==> src/rtl/sector_erase_window.sv <==
module sector_erase_window #(
  parameter int N_SECT    = 16,
  parameter int WIN_CYC   = 12,
  parameter int ERASE_CYC = 4,
  localparam int SW  = (N_SECT > 1) ? $clog2(N_SECT) : 1,
  localparam int WCW = $clog2(WIN_CYC + 1),
  localparam int ECW = $clog2(N_SECT * ERASE_CYC + 1)
) (
  input  logic              clk,
  input  logic              rst_n,
  input  logic              sec_cmd,
  input  logic [SW-1:0]     sec_addr,
  input  logic              chip_cmd,
  input  logic              suspend,
  input  logic              resume,
  output logic [N_SECT-1:0] sel_map,
  output logic              win_closed,
  output logic              busy,
  output logic              suspended,
  output logic              done
);

  typedef enum logic [1:0] {S_IDLE, S_WIN, S_ERASE} st_t;

  st_t            st;
  logic [WCW-1:0] wcnt;
  logic [ECW-1:0] ecnt;

  function automatic int count_set(input logic [N_SECT-1:0] m);
    int c = 0;
    for (int i = 0; i < N_SECT; i++) c += int'(m[i]);
    return c;
  endfunction

  always_ff @(posedge clk) begin
    if (!rst_n) begin
      st        <= S_IDLE;
      wcnt      <= '0;
      ecnt      <= '0;
      sel_map   <= '0;
      suspended <= 1'b0;
      done      <= 1'b0;
    end else begin
      done <= 1'b0;
      case (st)
        S_IDLE: begin
          if (chip_cmd) begin
            sel_map <= '1;
            ecnt    <= ECW'(N_SECT * ERASE_CYC);
            st      <= S_ERASE;
          end else if (sec_cmd) begin
            sel_map[sec_addr] <= 1'b1;
            wcnt              <= WCW'(WIN_CYC - 1);
            st                <= S_WIN;
          end
        end
        S_WIN: begin
          if (wcnt == '0) begin
            ecnt <= ECW'(count_set(sel_map) * ERASE_CYC);
            st   <= S_ERASE;
          end else if (sec_cmd) begin
            sel_map[sec_addr] <= 1'b1;
            wcnt              <= WCW'(WIN_CYC - 1);
          end else begin
            wcnt <= wcnt - 1'b1;
          end
        end
        default: begin
          if (suspended) begin
            if (resume) suspended <= 1'b0;
          end else if (suspend) begin
            suspended <= 1'b1;
          end else if (ecnt == ECW'(1)) begin
            done    <= 1'b1;
            sel_map <= '0;
            st      <= S_IDLE;
          end else begin
            ecnt <= ecnt - 1'b1;
          end
        end
      endcase
    end
  end

  assign win_closed = (st == S_ERASE);
  assign busy       = (st != S_IDLE);

  a_r2_idle_accept: assert property (@(posedge clk) disable iff (!rst_n)
    (!busy && sec_cmd && !chip_cmd) |=> (busy && !win_closed && sel_map[$past(sec_addr)]));

  a_r3_window_accept: assert property (@(posedge clk) disable iff (!rst_n)
    (busy && !win_closed && sec_cmd && wcnt != '0) |=> (!win_closed && sel_map[$past(sec_addr)]));

  a_r6_map_frozen: assert property (@(posedge clk) disable iff (!rst_n)
    (win_closed && !done) |=> (done || sel_map == $past(sel_map)));

  a_r7_done_clears: assert property (@(posedge clk) disable iff (!rst_n)
    done |-> (sel_map == '0 && !busy && !win_closed));

  a_r7_done_after_erase: assert property (@(posedge clk) disable iff (!rst_n)
    done |-> $past(win_closed));

  a_r8_chip_direct: assert property (@(posedge clk) disable iff (!rst_n)
    (!busy && chip_cmd) |=> (win_closed && (&sel_map)));

  a_r9_susp_in_erase: assert property (@(posedge clk) disable iff (!rst_n)
    suspended |-> win_closed);

  a_r9_susp_hold: assert property (@(posedge clk) disable iff (!rst_n)
    (suspended && !resume) |=> (suspended && !done && $stable(ecnt)));

endmodule

==> config.mk <==
export PLATFORM = sky130hd
export DESIGN_NAME = sector_erase_window
export DESIGN_NICKNAME = d
export VERILOG_FILES = /design/src/rtl/sector_erase_window.sv
export SDC_FILE = /design/constraint.sdc
export NUM_CORES = 1
export LEC_CHECK = 0
export ABC_AREA = 1
export BUFFER_PORTS_ARGS = -buffer_cell sky130_fd_sc_hd__buf_2
export CAP_MARGIN = 25
export CORE_UTILIZATION = 60
export CTS_BUF_LIST = sky130_fd_sc_hd__clkbuf_16
export CTS_CLUSTER_SIZE = 24
export DETAILED_ROUTE_END_ITERATION = 10
export PLACE_DENSITY = 0.93
export REMOVE_ABC_BUFFERS = 1
export SLEW_MARGIN = 5
export SYNTH_ARGS = -nofsm -noshare
export SYNTH_HDL_FRONTEND = slang
export SYNTH_SLANG_ARGS = --single-unit
==> constraint.sdc <==
create_clock -name clk -period 6.65 [get_ports clk]
set_input_delay 1.33 -clock clk [delete_from_list [all_inputs] [get_ports clk]]
set_output_delay 1.33 -clock clk [all_outputs]
set_load 0.05 [all_outputs]
==> out/qor.yml, run 1 <==
status:
  status: "finished, final reports clean"
route:
  drt-total-wl_microns: 5270
  dr.first_iter.drc_count: 168
  vias: 2223
  drc: 0
  pre_repair_dr_iteration_count: 4
  wl_per_cell_microns: 13.3
  drt-vias-per-instance: 5.61
  antenna_left: 0
power:
  power.internal_mw: 0.710
  cellPowerDensity_nw_per_um2: 580
  max-vdd-ir-drop_v: 0.000261
  seqPwrFrac_pct: 20.6
  static-leakage-power_nw: 1.28
  switching_share_pct: 50.8
  p_sw_mw: 0.733
  total_power_mw: 1.44
  clock_power_share_pct: 17.7
  p_comb_share_pct: 61.7
worst_setup_path:
  critical_path.endpoint_type: "flip-flop"
  timing.critical_path.from_type: "flip-flop"
  timing.setup.critical_path_class: "reg -> reg"
  worst-endpoint-required_ns: 6.82
  worst_path_largest_cell_delay_ns: 0.58
  critPathArrivalTime_ns: 3.83
  cp.depth: 14
  cp_common_cell: "sky130_fd_sc_hd__fa_1"
  r2r_cells: 14
  worst_path_dominant_cell_family: "adder cells"
  path_cells: "inv_1, fa_1, fa_1, fa_1, fa_1, inv_1, ha_1, fa_1, nand2_1, a21oi_1, o21ai_0, nand2_1, nor2_1, nor2_1"
  cp_max_fo: 3
  critPathSlowestCell: "sky130_fd_sc_hd__fa_1"
  critical_path.n_buffers_inverters: 2
min_path:
  hold_path_class: "reg -> reg"
  timing.hold.worst_path_depth: 2
grt:
  groute.layer.met2.usage_pct: 52.3
  globalRoute.busiestLayer: "met2"
  grtUsageTotal_pct: 30.2
  grt_overflow_total: 0
  antenna_found_initial: 0
  grt.met3_usage_pct: 7.17
  use_met1_pct: 36.4
  global_route_wire_length_before_repair_microns: 9210
  largest_net_degree_at_the_start_of_global_routing: 20
  grt_pass1_vias: 2102
sta:
  period_needed_ns: 3.66
  tightestPinTransition_ns: 0.559
  achievable-frequency_mhz: 273
  drv_slew: 0
  tns_ns: 0
  finalSetupViolCount: 0
  setup_repair_after_global_routing_missed_its_margin: "no"
  final.setup_skew_ns: 0.00589
  timing.max_slew.rel_slack_pct: 62.7
  final_period_utilization_pct: 55.1
  timing.final.hold_violations: 0
cells_and_area:
  area_delta_synth_final_pct: 14.2
  layout_fillers: 259
  most-common-layout-cells: "sky130_fd_sc_hd__nand2_1 (71), sky130_fd_sc_hd__inv_1 (57), sky130_fd_sc_hd__nor2_1 (34), sky130_fd_sc_hd__dfxtp_1 (31), sky130_fd_sc_hd__buf_2 (29)"
  multi_input_gate_area_sq_um: 1270
  diodes: 0
  layout-drive-gt1-share_pct: 14.6
  layout.cells.most_common: "sky130_fd_sc_hd__nand2_1"
  ff_latch_area_sq_um: 621
  final_stage_net_count: 378
  layout.core_utilization_pct: 72.8
clock_network:
  cts_setup_buffers: 0
  cts_buf_count: 5
  clock_tree.htree_level_count: 2
  insertion_delay_ns: 0.28
  cts-hold-fix-buffers: 0
  clk_pin_slew_worst_paths_ns: 0.05
  cts_tree: "built"
  cts_buffer_depth: 2
  clkSinkCount: 31
  post_cts_resize_count: 0
  clock_tree.root_cell: "sky130_fd_sc_hd__clkbuf_16"
floorplanning:
  coreArea_sq_um: 3420
  chipWidth_microns: 62.3
  dieHeight_microns: 62.3
  design.portCount: 30
  std_cell_rows: 21
  floorplan.initialDensity_pct: 63.8
  die-area_sq_um: 3880
synth:
  synth.distinct_cells: 26
  post_synth_inst_count: 322
  mappedNetlistArea_sq_um: 2180
  post_synth.cell_area_avg_sq_um: 6.77
  ys_seq_area_share_pct: 28.5
  ys_ff_latch: 31
  synth_warnings: 0
placed_design:
  dpl.hpwl_microns: 3630
  port-buffer-count: 29
  globalplace.congestion: 0.895
run:
  timing.max_cap.violations: 0
## power by group through the flow
stage,logic (mW),clock network (mW),registers [mW]
global route,1.01,0.270,0.305
finish,0.891,0.256,0.297
detailed placement,0.844,0,0.297
CTS,0.876,0.256,0.295
global placement,0.809,0,0.294
floorplan,0.573,0,0.391
## sequential cells by signal, summed over array words and instances (netlist names)
register / count
suspended: 1
st: 2
sel_map: 16
done: 1
ecnt: 7
wcnt: 4
## cell usage after synthesis, drive strengths merged
| library cell | n | area [sq um] |
|---|---|---|
| nand2 | 72 | 273 |
| inv | 60 | 225 |
| nor2 | 37 | 151 |
| dfxtp | 31 | 621 |
| a21oi | 27 | 150 |
| nand3 | 25 | 135 |
| nand4 | 21 | 131 |
| o21ai | 15 | 75.1 |
| fa | 10 | 200 |
| ha | 9 | 113 |
| buf | 8 | 53.8 |
| or2 | 3 | 18.8 |
| a311oi | 1 | 8.76 |
| clkbuf | 1 | 3.75 |
| nor3 | 1 | 10.0 |
| xor2 | 1 | 8.76 |
## worst paths after layout
check	from	end	slack, ns
min	wcnt[1]$_SDFFE_PN0P_	wcnt[1]$_SDFFE_PN0P_	0.47
max	sel_map[5]$_SDFFE_PN0P_	ecnt[6]$_SDFFE_PN0P_	2.99
max reg2reg	sel_map[5]$_SDFFE_PN0P_	ecnt[6]$_SDFFE_PN0P_	2.99
min reg2reg	wcnt[1]$_SDFFE_PN0P_	wcnt[1]$_SDFFE_PN0P_	0.47
## per-stage QoR
stage / worst slack, ns / instance area (sq um) / hold WS [ns] / cells
2_1_floorplan: 2.77 / 2120 / 0.441 / 313
3_3_place_gp: 3.11 / 2320 / 0.448 / 388
3_5_place_dp: 3.05 / 2320 / 0.462 / 388
4_1_cts: 3.02 / 2490 / 0.470 / 396
5_1_grt: 2.79 / 2490 / 0.499 / 396
6_report: 2.99 / 2490 / 0.474 / 396
## worst min-delay path, stage by stage, from the launching register on
cell,delay [ns]
sky130_fd_sc_hd__dfxtp_1,0.31
sky130_fd_sc_hd__nand2_1,0.06
sky130_fd_sc_hd__a21oi_1,0.05
## logic make-up after synthesis
group | Yosys count | share of synthesized area (%)
flops | 31 | 28.5
compound gates | 43 | 10.7
buf+inv | 69 | 13.0
xor+xnor | 1 | 0.402
fa+ha+maj | 19 | 14.4
simple gates | 159 | 33.0
## routing by layer
layer	up-vias	part of all wire [%]
met4	0	2.4
met2	101	49
met5	-	0
li1	1080	-
met1	1025	43
met3	17	6.3
## cell type report
| class | instances | share of cell area [%] |
|---|---|---|
| Inverter | 60 | 9.05 |
| Timing Repair Buffer | 29 | 5.83 |
| Sequential cell | 31 | 24.9 |
| Clock buffer | 5 | 5.03 |
| Clock inverter | 3 | 1.56 |
| Tap cell | 46 | 2.31 |
| Multi-Input combinational cell | 222 | 51.3 |
(Power assumes the default switching activity.)
==> inputs of run 2 (changes only) <==
- ABC_AREA: 1 -> 0
- CORE_UTILIZATION: 60 -> 51
- PLACE_DENSITY: 0.93 -> 0.86
- clock period: 6.65 -> 3.3 ns (I/O delays scaled with it)
==> run 2 against run 1 <==
Against the previous run: the flow now finishes with violations (setup timing); synthesized cell count decreased by 32%; setup slack got worse by 3.2 ns; sequential power increased by 58%; clock skew decreased by 0.0016 ns; register-to-register slack got worse by 3.2 ns; flip-flop and latch count unchanged; clock power increased by 66%; critical path type unchanged.
==> out/qor.yml, run 2 <==
sta:
  tns_ns: -0.577  # -0.577 ns
  drv_slew: 0  # unchanged
  setup_repair_after_global_routing_missed_its_margin: "yes"
  tightestPinTransition_ns: 0.652  # +0.0935 ns
  final_period_utilization_pct: 106  # +51 points
  final.setup.worst_slack_ns: -0.208  # -3.20 ns
  timing.final.hold_violations: 0  # unchanged
  finalSetupViolCount: 4  # +4
  final.setup_skew_ns: 0.00425  # -0.00163 ns
  period_needed_ns: 3.51  # -0.153 ns
  timing.max_slew.rel_slack_pct: 56.5  # -6.2 points
  achievable-frequency_mhz: 285  # +4.4%
floorplanning:
  floorplan.initialDensity_pct: 53.6  # -10 points
  dieHeight_microns: 64.2  # +3.2%
  die-area_sq_um: 4130  # +6.5%
  design.portCount: 30  # unchanged
  std_cell_rows: 22  # +4.8%
  coreArea_sq_um: 3690  # +8.0%
  chipWidth_microns: 64.2  # +3.2%
worst_setup_path:
  worst_path_largest_cell_delay_ns: 0.54  # -0.04 ns
  worst-endpoint-required_ns: 3.46  # -3.36 ns
  critPathArrivalTime_ns: 3.67  # -0.16 ns
  timing.critical_path.from_type: "flip-flop"
  worst-r2r-setup-slack_ns: -0.21  # -3.20 ns
  cp_common_cell: "sky130_fd_sc_hd__fa_1"
  timing.setup.critical_path_class: "reg -> reg"
  critPathSlowestCell: "sky130_fd_sc_hd__fa_1"
  path_cells: "inv_2, fa_1, fa_1, fa_1, fa_1, inv_2, ha_4, fa_2, xor2_1, a221oi_2, o22ai_1"
  capturing_point_of_the_worst_reg2reg_path: "ecnt[4]$_SDFFE_PN0P_"
  critical_path.endpoint_type: "flip-flop"
  cp_max_fo: 2  # -1
  r2r_cells: 11  # -3
  rr_startpoint: "sel_map[9]$_SDFFE_PN0P_"
synth:
  async_flop_share_pct: 0  # unchanged
  ys_seq_area_share_pct: 31.4  # +2.9 points
  post_synth_inst_count: 219  # -32%
  ys_ff_latch: 31  # unchanged
  synth_cell_count_leaders: "sky130_fd_sc_hd__inv_1 (32), sky130_fd_sc_hd__dfxtp_1 (31), sky130_fd_sc_hd__a22o_1 (16), sky130_fd_sc_hd__o21ai_0 (16), sky130_fd_sc_hd__a21oi_1 (12)"
  mappedNetlistArea_sq_um: 1980  # -9.3%
  synth_largest_type_area_fraction_pct: 31.4  # +2.9 points
  synth.distinct_cells: 48  # +85%
  cell_type_contributing_the_most_total_cell_area_after_synthesis: "sky130_fd_sc_hd__dfxtp_1"
  ys.flop_type: "sky130_fd_sc_hd__dfxtp_1"
  edff_count_synth: 0  # unchanged
  post_synth.cell_area_avg_sq_um: 9.02  # +33%
  synth_warnings: 0  # unchanged
  synth.top_cells.by_area: "sky130_fd_sc_hd__dfxtp_1 (31%), sky130_fd_sc_hd__fa_1 (10%), sky130_fd_sc_hd__a22o_1 (7.1%), sky130_fd_sc_hd__inv_1 (6.1%), sky130_fd_sc_hd__ha_1 (5.7%)"
  synthMostInstantiatedCell: "sky130_fd_sc_hd__inv_1"
power:
  cellPowerDensity_nw_per_um2: 682  # +18%
  max-vdd-ir-drop_v: 0.000364  # +40%
  clock_power_share_pct: 26.0  # +8.3 points
  switching_share_pct: 39.3  # -12 points
  p_comb_share_pct: 45.5  # -16 points
  seqPwrFrac_pct: 28.5  # +7.9 points
  p_sw_mw: 0.644  # -12%
  power.internal_mw: 0.996  # +40%
  static-leakage-power_nw: 1.06  # -17%
  total_power_mw: 1.64  # +14%
cells_and_area:
  final_stage_net_count: 287  # -24%
  most-common-layout-cells: "sky130_fd_sc_hd__inv_1 (30), sky130_fd_sc_hd__buf_2 (29), sky130_fd_sc_hd__dfxtp_1 (24), sky130_fd_sc_hd__a22o_1 (16), sky130_fd_sc_hd__o21ai_0 (15)"
  layout_fillers: 295  # +14%
  stdcell_area_sq_um: 2400  # -3.4%
  layout.cells.most_common: "sky130_fd_sc_hd__inv_1"
  largest_registers: "sel_map x16, ecnt x7, wcnt x4"
  diodes: 0  # unchanged
  finish.cell_count_without_fillers: 307  # -22%
  layout-drive-gt1-share_pct: 27.4  # +13 points
  top_register: "sel_map"
  largest_register_ff_count: 16  # unchanged
  area_delta_synth_final_pct: 21.7
placed_design:
  pre_cts_ws_ns: -0.342  # -3.39 ns
  numPlacedInstances: 298  # -23%
  port-buffer-count: 29  # unchanged
  globalplace.congestion: 0.866  # -3.3%
  dpl_cell_area_sq_um: 2210  # -4.8%
  dpl.hpwl_microns: 3210  # -12%
grt:
  groute.layer.met2.usage_pct: 40.4  # -12 points
  largest_net_degree_at_the_start_of_global_routing: 20  # unchanged
  globalRoute.busiestLayer: "met2"
  grt_overflow_total: 0  # unchanged
  antenna_found_initial: 0  # unchanged
  global_route_wire_length_before_repair_microns: 7620  # -17%
  grt_pass1_vias: 1659  # -21%
  use_met1_pct: 30.1  # -6.3 points
  grt.met3_usage_pct: 6.07  # -1.1 points
  grtUsageTotal_pct: 24.8  # -5.5 points
clock_network:
  clkSinkCount: 31  # unchanged
  clk_pin_slew_worst_paths_ns: 0.05  # about the same
  cts_buf_count: 5  # unchanged
  cts_buffer_depth: 2  # unchanged
  clock_tree.htree_level_count: 2  # unchanged
  cts_tree: "built"
  clock_tree.root_cell: "sky130_fd_sc_hd__clkbuf_16"
  cts-hold-fix-buffers: 0  # unchanged
  insertion_delay_ns: 0.27  # about the same
route:
  antenna_left: 0  # unchanged
  dr.first_iter.drc_count: 129  # -23%
  vias: 1783  # -20%
  drc: 0  # unchanged
  drt-total-wl_microns: 4690  # -11%
  drt-vias-per-instance: 5.81  # +3.5%
  pre_repair_dr_iteration_count: 4  # unchanged
  wl_per_cell_microns: 15.3  # +15%
status:
  failing_checks: "setup timing"
  status: "finished, violations left"
min_path:
  hold_crit_start: "sel_map[8]$_SDFFE_PN0P_"
  hold_path_class: "reg -> reg"
  timing.hold.worst_path_depth: 1  # -1
  whs_endpoint: "sel_map[8]$_SDFFE_PN0P_"
run:
  timing.max_cap.violations: 0  # unchanged
==> run 2: cell types whose count changed in the layout (fill, tap and decap cells not counted), sizes merged, moves of 5 or more <==
cell | previous run | this run
nand4 | 21 | 0
nand2 | 72 | 3
a22o | 0 | 16
nor2 | 37 | 9
nand3 | 25 | 6
inv | 60 | 33
buf | 29 | 41
o31ai | 0 | 5
a21oi | 27 | 12
==> run 2: cell type report <==
class | count | area, sq um | share of cell area (%)
multi-input cells | 146 | 1220 | 50.7
flip-flops and latches | 31 | 629 | 26.2
repair buffers | 41 | 235 | 9.79
clock buffers | 5 | 125 | 5.21
inverters | 33 | 124 | 5.15
well taps | 48 | 60.1 | 2.50
clock inverters | 3 | 11.3 | 0.469
==> run 2: critical path: cells and delay by family (launching register included) <==
kind | cells | cell delay, ns
DFF | 1 | 0.33
AOI/OAI and AO/OA | 2 | 0.33
buffers and inverters | 2 | 0.09
adders and majority gates | 6 | 2.48
xor gates and xnor gates | 1 | 0.16
==> run 2: cells by family (layout without fill, tap and decap cells) <==
group / count (synthesis) / in the layout / synth area share, %
AOI/OAI and AO/OA: 73 / 73 / 25.8
and+or+nand+nor: 51 / 51 / 16.6
buffers and inverters: 42 / 82 / 8.93
DFF: 31 / 31 / 31.4
adders and majority gates: 19 / 19 / 15.8
xor gates and xnor gates: 2 / 2 / 0.887
muxes: 1 / 1 / 0.570
==> run 2: power by group through the flow <==
| stage | clock [mW] | combinational, mW | sequential, mW |
|---|---|---|---|
| finish | 0.426 | 0.746 | 0.468 |
| global placement | 0 | 0.636 | 0.468 |
| detailed placement | 0 | 0.653 | 0.470 |
| CTS | 0.430 | 0.690 | 0.466 |
| floorplan | 0 | 0.398 | 0.552 |
| global route | 0.452 | 0.835 | 0.474 |
==> run 2: worst max-delay path by stage <==
stage	startpoint	end	depth (start not counted)
floorplan	sel_map[0]$_SDFFE_PN0P_	ecnt[4]$_SDFFE_PN0P_	11
global placement	sel_map[0]$_SDFFE_PN0P_	ecnt[4]$_SDFFE_PN0P_	11
detailed placement	sel_map[0]$_SDFFE_PN0P_	ecnt[4]$_SDFFE_PN0P_	11
CTS	sel_map[11]$_SDFFE_PN0P_	ecnt[4]$_SDFFE_PN0P_	11
global route	sel_map[9]$_SDFFE_PN0P_	ecnt[4]$_SDFFE_PN0P_	11
finish	sel_map[9]$_SDFFE_PN0P_	ecnt[4]$_SDFFE_PN0P_	11
==> run 2: what timing repair did <==
item                                    CTS  global route
endpoints found under the setup margin    4             4
resized for setup                         9            10
buffers inserted                          0             1
cloned                                    0             0
pin swaps                                 9             8
==> run 2: through the flow <==
stage               utilization [%]  hold slack, ns
CTS                            63.9           0.505
global route                   65.2           0.521
detailed placement             59.9           0.501
global placement               59.9           0.488
floorplan                         -           0.472
finish                         65.2           0.509
==> run 2: layer usage <==
metal	share of wire, %	routed length (microns)
met5	0	0
met4	2.9	136
met3	5.1	237
met2	50	2330
met1	42	1990
==> inputs of run 3 (changes only) <==
- RECOVER_POWER: not set -> 50
==> run 3 against run 2 <==
Against the previous run: the run still ends with setup timing left; fmax about the same; clock skew up 0.0016 ns; total power down 0.36%; via count up 0.11%; core utilization down 0.61 points; largest power group unchanged.
==> out/qor.yml, run 3 (synthesized netlist as in run 2, its figures left out) <==
min_path:
  timing.hold.worst_path_depth: 1  # unchanged
  hold_path_class: "reg -> reg"
  whs_endpoint: "sel_map[8]$_SDFFE_PN0P_"
  hold_crit_start: "sel_map[8]$_SDFFE_PN0P_"
sta:
  drv_slew: 0  # unchanged
  timing.max_slew.rel_slack_pct: 57.3  # +0.87 points
  setup_repair_after_global_routing_missed_its_margin: "yes"
  period_needed_ns: 3.51  # +0.0000680 ns
  achievable-frequency_mhz: 285  # about the same
  finalSetupViolCount: 4  # unchanged
  final.setup.worst_slack_ns: -0.208  # -0.0000680 ns
  final_period_utilization_pct: 106  # about the same
  timing.final.hold_violations: 0  # unchanged
  final.setup_skew_ns: 0.00585  # +0.00159 ns
  tightestPinTransition_ns: 0.639  # -0.0130 ns
  tns_ns: -0.582  # -0.00468 ns
worst_setup_path:
  r2r_cells: 11  # unchanged
  path_cells: "inv_1, fa_1, fa_1, fa_1, fa_1, inv_2, ha_4, fa_2, xor2_1, a221oi_2, o22ai_1"
  worst-endpoint-required_ns: 3.46  # about the same
  critical_path.n_buffers_inverters: 2  # unchanged
  timing.setup.critical_path_class: "reg -> reg"
  timing.critical_path.from_type: "flip-flop"
  cp.depth: 11  # unchanged
  critPathSlowestCell: "sky130_fd_sc_hd__fa_1"
  cp_common_cell: "sky130_fd_sc_hd__fa_1"
  capturing_point_of_the_worst_reg2reg_path: "ecnt[4]$_SDFFE_PN0P_"
  cp_max_fo: 2  # unchanged
  worst_path_dominant_cell_family: "adder cells"
  rr_startpoint: "sel_map[0]$_SDFFE_PN0P_"
  critPathArrivalTime_ns: 3.67  # about the same
  critical_path.endpoint_type: "flip-flop"
  worst-r2r-setup-slack_ns: -0.21  # about the same
  worst_path_largest_cell_delay_ns: 0.57  # +0.03 ns
floorplanning:
  std_cell_rows: 22  # unchanged
  chipWidth_microns: 64.2  # unchanged
  floorplan.initialDensity_pct: 53.6  # unchanged
  design.portCount: 30  # unchanged
  coreArea_sq_um: 3690  # unchanged
  die-area_sq_um: 4130  # unchanged
  dieHeight_microns: 64.2  # unchanged
cells_and_area:
  area_delta_synth_final_pct: 20.5
  largest_registers: "sel_map x16, ecnt x7, wcnt x4"
  multi_input_gate_area_sq_um: 1220  # unchanged
  final_stage_net_count: 287  # unchanged
  layout.cells.most_common: "sky130_fd_sc_hd__inv_1"
  ff_latch_area_sq_um: 629  # unchanged
  layout-drive-gt1-share_pct: 20.5  # -6.9 points
  layout_fillers: 306  # +3.7%
  diodes: 0  # unchanged
  most-common-layout-cells: "sky130_fd_sc_hd__inv_1 (30), sky130_fd_sc_hd__dfxtp_1 (24), sky130_fd_sc_hd__clkbuf_1 (18), sky130_fd_sc_hd__a22o_1 (16), sky130_fd_sc_hd__o21ai_0 (15)"
  top_register: "sel_map"
  stdcell_area_sq_um: 2380  # -0.94%
  largest_register_ff_count: 16  # unchanged
  layout.core_utilization_pct: 64.6  # -0.61 points
power:
  cellPowerDensity_nw_per_um2: 686  # +0.58%
  static-leakage-power_nw: 0.988  # -6.5%
  max-vdd-ir-drop_v: 0.000364  # -0.24%
status:
  status: "finished, violations left"
  failing_checks: "setup timing"
clock_network:
  cts_tree: "built"
  clock_tree.htree_level_count: 2  # unchanged
  clk_pin_slew_worst_paths_ns: 0.05  # about the same
  insertion_delay_ns: 0.27  # about the same
  cts_buffer_depth: 2  # unchanged
  clkSinkCount: 31  # unchanged
  clock_tree.root_cell: "sky130_fd_sc_hd__clkbuf_16"
  cts-hold-fix-buffers: 0  # unchanged
  cts_buf_count: 5  # unchanged
route:
  drt-vias-per-instance: 5.81  # +0.11%
  dr.first_iter.drc_count: 143  # +11%
  drt-total-wl_microns: 4710  # +0.40%
  wl_per_cell_microns: 15.3  # +0.40%
  drc: 0  # unchanged
  pre_repair_dr_iteration_count: 5  # +1
  antenna_left: 0  # unchanged
  vias: 1785  # +0.11%
placed_design:
  globalplace.congestion: 0.866  # unchanged
  dpl_cell_area_sq_um: 2210  # unchanged
  dpl.hpwl_microns: 3210  # unchanged
  port-buffer-count: 29  # unchanged
grt:
  global_route_wire_length_before_repair_microns: 7620  # unchanged
  antenna_found_initial: 0  # unchanged
  largest_net_degree_at_the_start_of_global_routing: 20  # unchanged
  grt_overflow_total: 0  # unchanged
  grtUsageTotal_pct: 24.8  # unchanged
  grt_pass1_vias: 1659  # unchanged
run:
  timing.max_cap.violations: 0  # unchanged
## run 3: cell count changes in the layout (fill, tap and decap cells not counted), sizes merged
cell	before	now
clkbuf	5	23
buf	41	23
## run 3: worst max-delay path by stage
| stage | from | endpoint |
|---|---|---|
| after floorplan | sel_map[0]$_SDFFE_PN0P_ | ecnt[4]$_SDFFE_PN0P_ |
| after global placement | sel_map[0]$_SDFFE_PN0P_ | ecnt[4]$_SDFFE_PN0P_ |
| after detailed placement | sel_map[0]$_SDFFE_PN0P_ | ecnt[4]$_SDFFE_PN0P_ |
| after CTS | sel_map[11]$_SDFFE_PN0P_ | ecnt[4]$_SDFFE_PN0P_ |
| after global routing | sel_map[9]$_SDFFE_PN0P_ | ecnt[4]$_SDFFE_PN0P_ |
| final | sel_map[0]$_SDFFE_PN0P_ | ecnt[4]$_SDFFE_PN0P_ |
## run 3: layout make-up
type	instances	share of cell area, %
clock inverters	3	0.473
flip-flops and latches	31	26.4
repair buffers	41	8.93
clock buffers	5	5.25
multi-input cells	146	51.2
well taps	48	2.52
inverters	33	5.20
## run 3: worst register-to-register path: stages, from the launching register on
cell and delay, ns:
sky130_fd_sc_hd__dfxtp_2 0.32, sky130_fd_sc_hd__inv_1 0.05, sky130_fd_sc_hd__fa_1 0.57, sky130_fd_sc_hd__fa_1 0.44
sky130_fd_sc_hd__fa_1 0.46, sky130_fd_sc_hd__fa_1 0.50, sky130_fd_sc_hd__inv_2 0.05, sky130_fd_sc_hd__ha_4 0.15
sky130_fd_sc_hd__fa_2 0.35, sky130_fd_sc_hd__xor2_1 0.16, sky130_fd_sc_hd__a221oi_2 0.23, sky130_fd_sc_hd__o22ai_1 0.10
## run 3: metrics by stage
stage	setup WS [ns]	std cells	hold WS [ns]	total power, mW
final	-0.208	307	0.512	1.63
after global routing	-0.310	307	0.526	1.76
after CTS	-0.255	306	0.505	1.59
after detailed placement	-0.342	298	0.501	1.12
after global placement	-0.275	298	0.488	1.10
after floorplan	-0.639	210	0.472	0.950
## run 3: power breakdown
part | switching, mW | total (mW) | internal [mW]
Combinational | 0.443 | 0.740 | 0.297
Clock | 0.155 | 0.426 | 0.271
Sequential | 0.0473 | 0.468 | 0.421
## run 3: per-layer routing
metal  track usage, %  wire length, microns  vias to the layer above
met3             6.07                   237                       12
met5                0                     0                        -
li1                 -                     -                      864
met1             30.1                  2010                      861
met4             12.5                   125                        0
met2             40.4                  2340                       48
## run 3: what timing repair did
action | CTS | global route
buffers inserted | 0 | 1
endpoints found under the setup margin | 4 | 4
endpoints found under the hold margin | 0 | 0
resized for setup | 9 | 10
pin swaps | 9 | 8
